==> src/rtl/lpw_pkg.sv <==
package lpw_pkg;

    // Stored part of the mode register (bit 7 is reserved and not kept).
    // Field order matches bit positions 6..0 because the decoder relies on them.
    typedef struct packed {
        logic [2:0] long_sel;   // bits 6:4
        logic       stop_run;   // bit 3
        logic       halt_run;   // bit 2
        logic [1:0] short_sel;  // bits 1:0
    } mode_t;

    localparam int unsigned MODE_W    = 7;
    localparam logic [6:0]  MODE_POR  = 7'h0D;
    localparam int unsigned LONG_N    = 3;
    localparam int unsigned MAX_UNITS = 5120;
    localparam int unsigned UNIT_W    = $clog2(MAX_UNITS + 1);

    function automatic logic [UNIT_W-1:0] long_units(input int unsigned k);
        case (k)
            0:       return UNIT_W'(320);
            1:       return UNIT_W'(1280);
            default: return UNIT_W'(5120);
        endcase
    endfunction

    function automatic logic [UNIT_W-1:0] short_units(input logic [1:0] code);
        case (code)
            2'b00:   return UNIT_W'(5);
            2'b01:   return UNIT_W'(10);
            2'b10:   return UNIT_W'(20);
            default: return UNIT_W'(80);
        endcase
    endfunction

endpackage

==> src/rtl/lpw_mode_reg.sv <==
module lpw_mode_reg
    import lpw_pkg::*;
(
    input  logic        clk_i,
    input  logic        por_ni,
    input  logic        smr_i,
    input  logic        we_i,
    input  logic [6:0]  wdata_i,
    output mode_t       mode_o
);

    typedef struct packed {
        mode_t mode;
    } reg_state_t;

    reg_state_t st_d, st_q;

    always_comb begin
        st_d = st_q;
        if (we_i) begin
            st_d.mode = mode_t'(wdata_i);
        end
    end

    always_ff @(posedge clk_i or negedge por_ni) begin
        if (!por_ni) begin
            st_q.mode <= mode_t'(MODE_POR);
        end else begin
            st_q <= st_d;
        end
    end

    assign mode_o = st_q.mode;

    // A recovery reset with no write leaves the configuration untouched
    assert_mode_kept_smr_R10: assert property (@(posedge clk_i) disable iff (!por_ni)
        (smr_i && !we_i) |=> $stable(mode_o));

    // Without a write the stored mode never changes
    assert_mode_hold_R7: assert property (@(posedge clk_i) disable iff (!por_ni)
        !we_i |=> $stable(mode_o));

endmodule

==> src/rtl/lpw_period_dec.sv <==
module lpw_period_dec
    import lpw_pkg::*;
#(
    parameter int unsigned TICKS_PER_UNIT = 1,
    parameter int unsigned CNT_W          = 13
) (
    input  logic [2:0]       long_sel_i,
    input  logic [1:0]       short_sel_i,
    output logic [CNT_W-1:0] limit_o
);

    logic [LONG_N-1:0] hit;
    logic [UNIT_W-1:0] units;

    // One comparator per long-range code: only an exact single-bit pattern hits
    for (genvar k = 0; k < LONG_N; k++) begin : g_long
        assign hit[k] = (long_sel_i == 3'(1 << k));
    end

    always_comb begin
        units = short_units(short_sel_i);
        for (int k = 0; k < LONG_N; k++) begin
            if (hit[k]) begin
                units = long_units(k);
            end
        end
    end

    assign limit_o = CNT_W'(32'(units) * TICKS_PER_UNIT);

    // Long-range codes are mutually exclusive
    always_comb begin
        assert_long_onehot_R3: assert ($onehot0(hit));
    end

endmodule

==> src/rtl/lpw_counter.sv <==
module lpw_counter #(
    parameter int unsigned CNT_W = 13
) (
    input  logic             clk_i,
    input  logic             por_ni,
    input  logic             smr_i,
    input  logic             clr_i,
    input  logic             step_i,
    input  logic             in_stop_i,
    input  logic [CNT_W-1:0] limit_i,
    output logic             bite_o,
    output logic             wake_o
);

    typedef struct packed {
        logic [CNT_W-1:0] cnt;
        logic             bite;
        logic             wake;
    } cnt_state_t;

    cnt_state_t st_d, st_q;
    logic       last;

    assign last = (st_q.cnt + CNT_W'(1)) >= limit_i;

    always_comb begin
        st_d      = st_q;
        st_d.bite = 1'b0;
        st_d.wake = 1'b0;
        if (smr_i || clr_i) begin
            st_d.cnt = '0;
        end else if (step_i) begin
            if (last) begin
                st_d.cnt  = '0;
                st_d.bite = 1'b1;
                st_d.wake = in_stop_i;
            end else begin
                st_d.cnt = st_q.cnt + CNT_W'(1);
            end
        end
    end

    always_ff @(posedge clk_i or negedge por_ni) begin
        if (!por_ni) begin
            st_q <= '0;
        end else begin
            st_q <= st_d;
        end
    end

    assign bite_o = st_q.bite;
    assign wake_o = st_q.wake;

    assert_single_pulse_R8: assert property (@(posedge clk_i) disable iff (!por_ni)
        bite_o |=> !bite_o);

    assert_wake_needs_bite_R9: assert property (@(posedge clk_i) disable iff (!por_ni)
        wake_o |-> bite_o);

    assert_restart_after_bite_R8: assert property (@(posedge clk_i) disable iff (!por_ni)
        bite_o |-> (st_q.cnt == '0));

    assert_clear_zeroes_R7: assert property (@(posedge clk_i) disable iff (!por_ni)
        clr_i |=> (st_q.cnt == '0 && !bite_o));

    assert_smr_zeroes_R10: assert property (@(posedge clk_i) disable iff (!por_ni)
        smr_i |=> (st_q.cnt == '0 && !bite_o && !wake_o));

    assert_gated_hold_R5: assert property (@(posedge clk_i) disable iff (!por_ni)
        (!step_i && !clr_i && !smr_i) |=> ($stable(st_q.cnt) && !bite_o));

endmodule

==> src/rtl/lpw_top.sv <==
module lpw_top
    import lpw_pkg::*;
#(
    parameter int unsigned TICKS_PER_UNIT = 1
) (
    input  logic       clk_i,
    input  logic       por_ni,
    input  logic       smr_i,
    input  logic       mode_we_i,
    input  logic [7:0] mode_wdata_i,
    input  logic       kick_i,
    input  logic       halt_i,
    input  logic       stop_i,
    input  logic       tick_i,
    output logic       wdt_rst_o,
    output logic       stop_wake_o
);

    localparam int unsigned CNT_W = $clog2(MAX_UNITS * TICKS_PER_UNIT + 1);

    mode_t            mode;
    logic [CNT_W-1:0] limit;
    logic             run_ok;
    logic             step;
    logic             clr;
    logic             rsvd_unused;

    assign rsvd_unused = mode_wdata_i[7];

    lpw_mode_reg u_mode (
        .clk_i   (clk_i),
        .por_ni  (por_ni),
        .smr_i   (smr_i),
        .we_i    (mode_we_i),
        .wdata_i (mode_wdata_i[6:0]),
        .mode_o  (mode)
    );

    lpw_period_dec #(
        .TICKS_PER_UNIT (TICKS_PER_UNIT),
        .CNT_W          (CNT_W)
    ) u_dec (
        .long_sel_i  (mode.long_sel),
        .short_sel_i (mode.short_sel),
        .limit_o     (limit)
    );

    // Each low-power state vetoes counting unless its enable bit is set
    assign run_ok = !(stop_i && !mode.stop_run) && !(halt_i && !mode.halt_run);
    assign step   = tick_i && run_ok;
    assign clr    = mode_we_i || kick_i;

    lpw_counter #(
        .CNT_W (CNT_W)
    ) u_cnt (
        .clk_i     (clk_i),
        .por_ni    (por_ni),
        .smr_i     (smr_i),
        .clr_i     (clr),
        .step_i    (step),
        .in_stop_i (stop_i),
        .limit_i   (limit),
        .bite_o    (wdt_rst_o),
        .wake_o    (stop_wake_o)
    );

    assert_stop_gate_R6: assert property (@(posedge clk_i) disable iff (!por_ni)
        (stop_i && !mode.stop_run && !smr_i) |=> !wdt_rst_o);

    assert_halt_gate_R5: assert property (@(posedge clk_i) disable iff (!por_ni)
        (halt_i && !mode.halt_run && !smr_i) |=> !wdt_rst_o);

endmodule

==> config.mk <==
export PLATFORM = sky130hd
export DESIGN_NAME = lpw_top
export DESIGN_NICKNAME = d
export VERILOG_FILES = /design/src/rtl/lpw_pkg.sv /design/src/rtl/lpw_mode_reg.sv /design/src/rtl/lpw_period_dec.sv /design/src/rtl/lpw_counter.sv /design/src/rtl/lpw_top.sv
export SDC_FILE = /design/constraint.sdc
export NUM_CORES = 1
export LEC_CHECK = 0
export BUFFER_PORTS_ARGS = -buffer_cell sky130_fd_sc_hd__clkbuf_2
export CAP_MARGIN = 20
export CORE_MARGIN = 2
export CORE_UTILIZATION = 51
export DETAILED_ROUTE_END_ITERATION = 10
export PLACE_DENSITY_LB_ADDON = 0.3
export SKIP_CTS_REPAIR_TIMING = 1
export SYNTH_ARGS = -nofsm -noshare
export SYNTH_HDL_FRONTEND = slang
export SYNTH_SLANG_ARGS = --single-unit
==> constraint.sdc <==
create_clock -name clk_i -period 3.3 [get_ports clk_i]
set_clock_uncertainty 0.15 [all_clocks]
set_input_delay 0.165 -clock clk_i [delete_from_list [all_inputs] [get_ports clk_i]]
set_output_delay 0.165 -clock clk_i [all_outputs]
set_load 0.005 [all_outputs]
**Word-level counts from Yosys, hierarchy flattened**

Index checks and enable logic that the tools add are counted.

- Bits in registers: 22
- Output and inout port bits: 2
- Input bits: 16
- Word-level logic and storage cells: 35

- Reduce and logical (&&, ||, !) cells: 12
- Eq/ne operators: 5
- $add $sub $neg: 1
- Order comparisons: 1
- Mux-type cells: 9

Operators with widths:

| cell | count |
|---|---|
| $mux 13 | 3 |
| $pmux 7 s3 | 1 |
| $mux 15 | 1 |
| $add 13x1->13 const B | 1 |
| $ge 13x13->1 | 1 |
| $mux 11 | 1 |
| $mux 9 | 1 |
| $logic_and 1x1->1 | 4 |
| $logic_not 1->1 | 4 |
| $mux 2 | 2 |
| $eq 3x1->1 const B | 1 |
| $eq 3x2->1 const B | 1 |
| $eq 3x3->1 const B | 1 |
| $eq 2x1->1 const B | 1 |
| $eq 2x2->1 const B | 1 |
| $logic_not 2->1 | 1 |
| $logic_or 1x1->1 | 2 |
| $reduce_bool 2->1 | 1 |

**Longest topological paths before layout**

Gate-level depths: netlist of run 1.

- Word-level depth: 9
- Gate-level depth with buffers: 14
- Depth with buffers taken out: 13

**Modules after synthesis**

From an unflattened synthesis of run 1, not the netlist that was laid out.

- Cells, all modules: 166
- Area, all modules: 1646.6 um^2

By module, submodules not included:

| module | instances | seq. area each (um^2) | cells an instance | area an instance (um^2) |
|---|---|---|---|---|
| lpw_counter | 1 | 375.4 | 120 | 1106.1 |
| lpw_mode_reg | 1 | 178.9 | 15 | 295.3 |
| lpw_period_dec | 1 | 0.0 | 27 | 220.2 |
| lpw_top | 1 | 0.0 | 4 | 25.0 |

**Worst setup path before layout of run 1**

OpenSTA, ideal clock, no wires.

- Kind: reg2reg
- From: register u_cnt.st_q[2] in the netlist's numbering
- To: register u_cnt.st_q[2] in the netlist's numbering
- Slack: -155 ps
- Stages on the path, launching flop included: 14
- Library setup time: 78 ps
- Period minus slack after synthesis: 3455 ps
- Required time: 3072 ps
- Buffers on the path: 2
- Arrival time: 3227 ps
- Cells stage by stage: dfrtp_1 ha_1 nand3_1 or3_1 clkbuf_1 o21a_1 or2_1 ha_1 maj3_1 o22ai_1 a21boi_4 buf_4 nand3b_1 a21oi_1

- Word-level cells in the longest chain between the ends: 5

RTL lines:

| what | line | text |
|---|---|---|
| start, declared | lpw_counter.sv:21 | `cnt_state_t st_d, st_q;` |
| start signal, assigned | lpw_counter.sv:47 | `st_q <= st_d;` |
| $add 13x1->13 (*) | lpw_counter.sv:24, lpw_counter.sv:38 |  |
| $ge 13x13->1 | lpw_counter.sv:24 | `assign last = (st_q.cnt + CNT_W'(1)) >= limit_i;` |
| $mux 13 (*) | lpw_counter.sv:33 | `if (last) begin` |
| $mux 15 (*) | lpw_counter.sv:32 | `end else if (step_i) begin` |
| $mux 13 (*) | lpw_counter.sv:30 | `if (smr_i \|\| clr_i) begin` |

Every way passes the cells marked *; elsewhere a longest branch is shown, timed or not. The select of a mux whose other input is x is not followed.
A chain may end at the register's enable or synchronous reset.

==> out/summary.json, run 1 <==
{
  "sta": {
    "max-slew-margin-rel_pct": 61.02,
    "hold_slack_ns": 0.06332,
    "hold_viol_final": 0,
    "maxSlewViolCount": 0,
    "timing.final.crit_period_ns": 3.229,
    "timing.fmax_mhz": 309.6,
    "worst_max_slew_pin_slew_ns": 0.5846,
    "fin_setup_tns_ns": 0,
    "setup_viol_count_final": 0,
    "finalCritPeriodShare_pct": 97.86
  },
  "floorplanning": {
    "floorplan.core_area_um2": 3053,
    "die-height_um": 60.65,
    "initial_utilization_pct": 53.61,
    "die_area_um2": 3678,
    "chipWidth_um": 60.65,
    "row_count": 20,
    "top_level_ports": 18
  },
  "pwr": {
    "static_leakage_power_nw": 0.8846,
    "cellPowerDensity_nw_per_um2": 277.7,
    "worst_ir_drop_vdd_uv": 256.1,
    "report.power.total_w": 0.0005591
  },
  "worst_hold_path": {
    "timing.hold.worst.class": "primary input to flop"
  },
  "global_route": {
    "antenna_violations_before_repair": 0,
    "pin_count_of_the_biggest_net_entering_global_routing": 23,
    "grtUsageTotal_pct": 22.93,
    "grt_pass1_vias": 1488,
    "gr-total-overflow": 0,
    "grt_pass1_wl_um": 6423
  },
  "clock_network": {
    "clock_tree.buffer_depth": 2,
    "worst_skew_pair.late_latency_ns": 0.30,
    "cts_tree": "yes",
    "numClockSinks": 22,
    "cts_root_buffer": "sky130_fd_sc_hd__clkbuf_4",
    "numCtsBuffers": 3,
    "path_clk_slew_ns": 0.13,
    "clock_tree.htree_level_count": 1
  },
  "critical_path": {
    "worstSetupEndpointType": "flop",
    "required_arrival_time_at_the_worst_endpoint_ns": 3.36,
    "critical_path.cell_chain": "ha_4, nand3_2, or3_4, o21a_1, or2_1, ha_1, maj3_2, o22ai_2, a21boi_4, buf_4, nor3_1, and2_1",
    "critical_path_class": "flop to flop",
    "worstSetupStartpointType": "flop",
    "worst_ep_arrival_time_ns": 3.29,
    "cp_slowest_stage_delay_ns": 0.43,
    "timing.critical_path.slowest_stage_cell": "sky130_fd_sc_hd__dfrtp_1",
    "crit_path_max_fanout": 5
  },
  "final_layout": {
    "design_area_um2": 2013,
    "drive_above_1_share_pct": 26.79,
    "layout_overhead_on_the_synthesized_area_pct": 23.01,
    "layout.nets": 251,
    "fillerInstances": 262,
    "final-instance-count-excl-fill": 268,
    "antenna-diode-count": 0
  },
  "logic_synthesis": {
    "asr_flop_ratio_synth_pct": 100.0,
    "synth_flop_cell": "sky130_fd_sc_hd__dfrtp_1",
    "mappedNetlistArea_um2": 1637,
    "count_of_cell_types_in_the_netlist": 43,
    "synth_cells": 193,
    "synth_sequential_area_ratio_pct": 33.87,
    "synth.top_cells.by_count": "29 x sky130_fd_sc_hd__nand2_1, 19 x sky130_fd_sc_hd__dfrtp_1, 12 x sky130_fd_sc_hd__a21oi_1, 11 x sky130_fd_sc_hd__nand3_1, 11 x sky130_fd_sc_hd__nor3_1",
    "synth.largest_area_cell": "sky130_fd_sc_hd__dfrtp_1",
    "synthTopCellsByArea": "sky130_fd_sc_hd__dfrtp_1 29%, sky130_fd_sc_hd__ha_1 7.6%, sky130_fd_sc_hd__nand2_1 6.7%, sky130_fd_sc_hd__dfstp_2 4.8%, sky130_fd_sc_hd__mux2_2 4.8%",
    "synth_enable_flop_cells": 0,
    "avgSynthCellArea_um2": 8.480,
    "ys_ff_latch": 22,
    "ys.warnings.count": 0,
    "synth.top_cell.area_share_pct": 29.05,
    "synth_most_common_cell": "sky130_fd_sc_hd__nand2_1",
    "synth_nets": 219
  },
  "detailed_routing": {
    "totalWireLength_um": 4150,
    "via_per_inst": 5.881,
    "routed-via-count": 1576,
    "drt-initial-drc-count": 61,
    "post_drt_wl_per_cell_um": 15.49,
    "first_pass_iters": 4,
    "antenna_violation_net_count_after_detailed_routing": 0,
    "route.detailed.drc": 0
  },
  "placement": {
    "place.gp.congestion": 0.9304,
    "hpwl_um": 2723,
    "io_buffers": 16,
    "placed_cells_incl_taps": 252,
    "placed_area_um2": 1818
  },
  "outcome": {
    "run_status": "finished clean"
  },
  "flow_run": {
    "maximum_capacitance_violations": 0
  }
}
## routing by layer
| metal | share of wire, % | global-route usage [%] | vias to the layer above |
|---|---|---|---|
| li1 | - | - | 753 |
| met1 | 41 | 29.59 | 764 |
| met2 | 52 | 40.25 | 43 |
| met3 | 3.6 | 2.132 | 16 |
| met4 | 3.3 | 7.764 | 0 |
| met5 | 0 | 0 | - |
## cells by family (layout without fill, tap and decap cells)
| group | count (synthesis) | count (layout) | synth area share (%) |
|---|---|---|---|
| AND/OR/NAND/NOR | 90 | 90 | 28.59 |
| multiplexers | 8 | 8 | 5.428 |
| adder cells (fa/ha/maj) | 11 | 11 | 8.257 |
| buffers and inverters | 15 | 46 | 4.052 |
| AO/OA/AOI/OAI | 37 | 37 | 14.45 |
| XOR/XNOR | 10 | 10 | 5.351 |
| flip-flops | 22 | 22 | 33.87 |
## report_power, final
| part | internal, W | switching (W) |
|---|---|---|
| Sequential | 0.000281 | 0.0000118 |
| Clock | 0.0000471 | 0.0000843 |
| Combinational | 0.0000621 | 0.0000724 |
| Total | 0.000391 | 0.000168 |
## placed cells by master, fill, tap and decap left out, drive strengths merged
cell	instances
nand2	29
clkbuf	20
dfrtp	19
buf	15
a21oi	12
nand3	12
nor3	12
ha	10
dlygate4sd3	9
o21ai	9
mux2	7
nor2	7
xor2	6
nand2b	6
a31oi	6
nor4	5
and3	4
xnor2	4
and2	3
dfstp	3
or3	3
nand3b	2
a21o	2
inv	2
nor2b	2
or2	2
a21boi	2
o21a	1
o32a	1
nand4	1
mux2i	1
or4b	1
o311ai	1
a221o	1
maj3	1
o22ai	1
a41o	1
nor3b	1
## flip-flops by register name, summed over array words and instances, names as in the netlist
signal,flops
u_cnt.bite_o,1
u_cnt.st_q,13
u_cnt.wake_o,1
u_mode.mode_o,7
## worst paths after layout
check / from / to / slack [ns] / depth (start not counted)
min: smr_i / u_cnt.st_q[13]$_DFFE_PN0P_ / 0.06 / 4
min reg2reg: u_mode.mode_o[3]$_DFFE_PN1P_ / u_mode.mode_o[3]$_DFFE_PN1P_ / 0.48 / 1
max: u_cnt.st_q[3]$_DFFE_PN0P_ / u_cnt.wake_o$_DFF_PN0_ / 0.07 / 12
max reg2reg: u_cnt.st_q[3]$_DFFE_PN0P_ / u_cnt.wake_o$_DFF_PN0_ / 0.07 / 12
min in group asynchronous: por_ni / u_cnt.st_q[11]$_DFFE_PN0P_ / 0.22 / 2
max in group asynchronous: por_ni / u_cnt.st_q[2]$_DFFE_PN0P_ / 2.38 / 2
## critical path, delay by kind of cell (launching register included)
| kind | cells | cell delay (ns) |
|---|---|---|
| AOI/OAI and AO/OA | 3 | 0.63 |
| adders and majority gates | 3 | 0.79 |
| buffers and inverters | 1 | 0.17 |
| DFF | 1 | 0.43 |
| and+or+nand+nor | 5 | 0.97 |
## through the flow
step | worst slack [ns] | util, %
after CTS | -0.06968 | 60.41
after global routing | -0.03555 | 65.94
after detailed placement | -0.01711 | 59.55
after floorplan | 0.01550 | -
after global placement | 0.1167 | 59.55
final | 0.07051 | 65.94
## final cells by class
cell class / instances / area, um2 / area share [%]
Tap cell: 44 / 55.05 / 2.735
Timing Repair Buffer: 40 / 284.0 / 14.11
Sequential cell: 22 / 555.5 / 27.59
Multi-Input combinational cell: 156 / 1085 / 53.88
Clock buffer: 4 / 26.28 / 1.305
Inverter: 2 / 7.507 / 0.3729
Note: power is estimated with default switching activity, not from simulation.
==> inputs of run 2 (changes only) <==
CELL_PAD_IN_SITES_DETAIL_PLACEMENT = 1   (was default)
CELL_PAD_IN_SITES_GLOBAL_PLACEMENT = 1   (was default)
CORE_UTILIZATION = 40   (was 51)
==> run 2 against run 1 <==
  * Combinational power rose by 14%
  * First-iteration DRC count rose by 25%
  * Global-route usage is 1.4 points lower
  * Sequential power about the same
  * Worst hold slack worse by 0.061 ns
  * Utilization down 13 points
  * Total power grew 12%
  * Flip-flop and latch count did not move
  * Largest cell class unchanged
  * Sequential share of layout area down 1.2 points
  * Critical path type unchanged
  * Clock power rose by 38%
  * Register-to-register slack improved by 0.05 ns
  * Routed wire length is 21% higher
==> out/summary.json, run 2 (same netlist as run 1, synthesis figures left out) <==
{
  "critical_path": {
    "reg2reg_depth": {"value": 13, "change": "was 12"},
    "crit_path_max_fanout": {"value": 7, "change": "was 5"},
    "cp-startpoint": {"value": "u_cnt.st_q[2]$_DFFE_PN0P_", "change": "was u_cnt.st_q[3]$_DFFE_PN0P_"},
    "worst_ep_arrival_time": {"value": 3.22, "unit": "ns", "change": "was 3.29 ns"},
    "required_arrival_time_at_the_worst_endpoint": {"value": 3.34, "unit": "ns", "change": "was 3.36 ns"},
    "worstSetupEndpointType": {"value": "flop", "change": "unchanged"},
    "crit-reg2reg-launch": {"value": "u_cnt.st_q[2]$_DFFE_PN0P_", "change": "was u_cnt.st_q[3]$_DFFE_PN0P_"},
    "worstSetupStartpointType": {"value": "flop", "change": "unchanged"},
    "critical_path_class": {"value": "flop to flop", "change": "unchanged"}
  },
  "sta": {
    "hold_viol_final": {"value": 0, "change": "unchanged"},
    "max-slew-margin-rel": {"value": 59.31, "unit": "%", "change": "was 61.02%"},
    "timing.fmax": {"value": 314.1, "unit": "MHz", "change": "was 309.6 MHz"},
    "finalCritPeriodShare": {"value": 96.48, "unit": "%", "change": "was 97.86%"},
    "worst_max_slew_pin_slew": {"value": 0.6103, "unit": "ns", "change": "was 0.5846 ns"},
    "maxSlewViolCount": {"value": 0, "change": "unchanged"},
    "timing.final.crit_period": {"value": 3.184, "unit": "ns", "change": "was 3.229 ns"},
    "setup_viol_count_final": {"value": 0, "change": "unchanged"}
  },
  "final_layout": {
    "largest_register_ffs": {"value": 13, "change": "unchanged"},
    "mostFrequentLayoutCells": {"value": "29 x sky130_fd_sc_hd__nand2_1, 16 x sky130_fd_sc_hd__clkbuf_2, 16 x sky130_fd_sc_hd__dfrtp_1", "change": "was 29 x sky130_fd_sc_hd__nand2_1, 18 x sky130_fd_sc_hd__dfrtp_1, 16 x sky130_fd_sc_hd__clkbuf_2"},
    "top_register": {"value": "u_cnt.st_q", "change": "unchanged"},
    "core_util_final": {"value": 53.25, "unit": "%", "change": "was 65.94%"},
    "design_area": {"value": 2115, "unit": "um2", "change": "was 2013 um2"},
    "fillerInstances": {"value": 474, "change": "was 262"},
    "drive_above_1_share": {"value": 28.76, "unit": "%", "change": "was 26.79%"},
    "layout.cells.most_common": {"value": "sky130_fd_sc_hd__nand2_1", "change": "unchanged"},
    "antenna-diode-count": {"value": 0, "change": "unchanged"},
    "layout_overhead_on_the_synthesized_area": {"value": 29.20, "unit": "%", "change": "was 23.01%"},
    "layout.nets": {"value": 253, "change": "was 251"}
  },
  "clock_network": {
    "path_clk_slew": {"value": 0.09, "unit": "ns", "change": "was 0.13 ns"},
    "numCtsBuffers": {"value": 3, "change": "unchanged"},
    "cts_root_buffer": {"value": "sky130_fd_sc_hd__clkbuf_8", "change": "was sky130_fd_sc_hd__clkbuf_4"},
    "cts_tree": {"value": "yes", "change": "unchanged"},
    "clock_tree.buffer_depth": {"value": 2, "change": "unchanged"},
    "numClockSinks": {"value": 22, "change": "unchanged"},
    "worst_skew_pair.late_latency": {"value": 0.27, "unit": "ns", "change": "was 0.30 ns"},
    "clock_tree.htree_level_count": {"value": 1, "change": "unchanged"}
  },
  "global_route": {
    "gr-total-overflow": {"value": 0, "change": "unchanged"},
    "grt_pass1_vias": {"value": 1637, "change": "was 1488"},
    "grt_pass1_wl": {"value": 7410, "unit": "um", "change": "was 6423 um"},
    "grtUsageTotal": {"value": 21.49, "unit": "%", "change": "was 22.93%"},
    "pin_count_of_the_biggest_net_entering_global_routing": {"value": 23, "change": "unchanged"},
    "antenna_violations_before_repair": {"value": 0, "change": "unchanged"}
  },
  "pwr": {
    "report.power.total": {"value": 0.0006270, "unit": "W", "change": "was 0.0005591 W"},
    "worst_ir_drop_vdd": {"value": 221.5, "unit": "uV", "change": "was 256.1 uV"},
    "static_leakage_power": {"value": 0.9380, "unit": "nW", "change": "was 0.8846 nW"},
    "cellPowerDensity": {"value": 296.5, "unit": "nW/um2", "change": "was 277.7 nW/um2"}
  },
  "placement": {
    "hpwl": {"value": 3417, "unit": "um", "change": "was 2723 um"},
    "io_buffers": {"value": 16, "change": "unchanged"},
    "place.gp.congestion": {"value": 0.8354, "change": "was 0.9304"},
    "placed_area": {"value": 1838, "unit": "um2", "change": "was 1818 um2"}
  },
  "detailed_routing": {
    "post_drt_wl_per_cell": {"value": 18.13, "unit": "um", "change": "was 15.49 um"},
    "route.detailed.drc": {"value": 0, "change": "unchanged"},
    "drt-initial-drc-count": {"value": 76, "change": "was 61"},
    "antenna_violation_net_count_after_detailed_routing": {"value": 0, "change": "unchanged"},
    "via_per_inst": {"value": 5.808, "change": "was 5.881"},
    "first_pass_iters": {"value": 4, "change": "unchanged"},
    "routed-via-count": {"value": 1603, "change": "was 1576"},
    "totalWireLength": {"value": 5004, "unit": "um", "change": "was 4150 um"}
  },
  "floorplanning": {
    "floorplan.core_area": {"value": 3971, "unit": "um2", "change": "was 3053 um2"},
    "die_area": {"value": 4619, "unit": "um2", "change": "was 3678 um2"},
    "row_count": {"value": 23, "change": "was 20"},
    "die-height": {"value": 67.97, "unit": "um", "change": "was 60.65 um"},
    "initial_utilization": {"value": 41.21, "unit": "%", "change": "was 53.61%"},
    "top_level_ports": {"value": 18, "change": "unchanged"},
    "chipWidth": {"value": 67.97, "unit": "um", "change": "was 60.65 um"}
  },
  "worst_hold_path": {
    "timing.hold.worst.start": {"value": "mode_wdata_i[3]", "change": "was smr_i"},
    "timing.hold.worst.class": {"value": "primary input to flop", "change": "unchanged"},
    "worst_hold_stages": {"value": 2, "change": "was 4"}
  },
  "outcome": {
    "run_status": {"value": "finished clean", "change": "unchanged"}
  },
  "flow_run": {
    "maximum_capacitance_violations": {"value": 0, "change": "unchanged"}
  }
}
-- run 2: layout make-up --
class / count / area, um2 / share of cell area, %
timing repair buffer: 42 / 329.1 / 15.56
clock buffer: 4 / 45.04 / 2.130
tap: 50 / 62.56 / 2.959
sequential: 22 / 558.0 / 26.39
multi-input combinational: 156 / 1112 / 52.60
inverter: 2 / 7.507 / 0.3550
-- run 2: worst max-delay path, stage by stage (launching register included) --
cell and delay (ns):
sky130_fd_sc_hd__dfrtp_2 0.40, sky130_fd_sc_hd__ha_4 0.15, sky130_fd_sc_hd__nand3_2 0.09, sky130_fd_sc_hd__or3_4 0.39, sky130_fd_sc_hd__buf_6 0.15, sky130_fd_sc_hd__nor3_4 0.14
sky130_fd_sc_hd__xor2_1 0.23, sky130_fd_sc_hd__ha_1 0.28, sky130_fd_sc_hd__a21boi_2 0.17, sky130_fd_sc_hd__o22ai_2 0.21, sky130_fd_sc_hd__a21boi_4 0.31, sky130_fd_sc_hd__clkbuf_16 0.20
sky130_fd_sc_hd__nand3_1 0.06, sky130_fd_sc_hd__a31oi_1 0.18
-- run 2: where the power goes --
part	internal (W)	leakage [nW]	total, W	switching (W)
Clock	0.0000863	0.0228	0.000181	0.0000947
Sequential	0.000282	0.284	0.000293	0.0000115
Combinational	0.0000732	0.631	0.000153	0.0000795
-- run 2: worst paths after layout --
check | end | slack (ns)
max | u_cnt.st_q[9]$_DFFE_PN0P_ | 0.12
min reg2reg | u_mode.mode_o[2]$_DFFE_PN1P_ | 0.47
max reg2reg | u_cnt.st_q[9]$_DFFE_PN0P_ | 0.12
max in group asynchronous | u_mode.mode_o[5]$_DFFE_PN0P_ | 2.28
min in group asynchronous | u_cnt.st_q[9]$_DFFE_PN0P_ | 0.28
min | u_mode.mode_o[3]$_DFFE_PN1P_ | 0.003
-- run 2: metrics by stage --
| step | setup TNS (ns) | hold WS [ns] | instances | setup slack (ns) |
|---|---|---|---|---|
| 5_1_grt | -0.1464 | 0.007758 | 276 | -0.05419 |
| 3_3_place_gp | 0 | 0.04091 | 258 | 0.07480 |
| 3_5_place_dp | -0.1160 | 0.05303 | 258 | -0.04393 |
| 2_1_floorplan | 0 | -0.2806 | 193 | 0.01550 |
| 4_1_cts | -0.3064 | -0.2476 | 262 | -0.06782 |
| 6_report | 0 | 0.002631 | 276 | 0.1163 |
-- run 2: per-layer routing --
layer  routed length [um]  track usage [%]
met5                    0                0
met3                  100            3.125
met2                 2637            40.78
met1                 2183            24.03
met4                   82            7.750
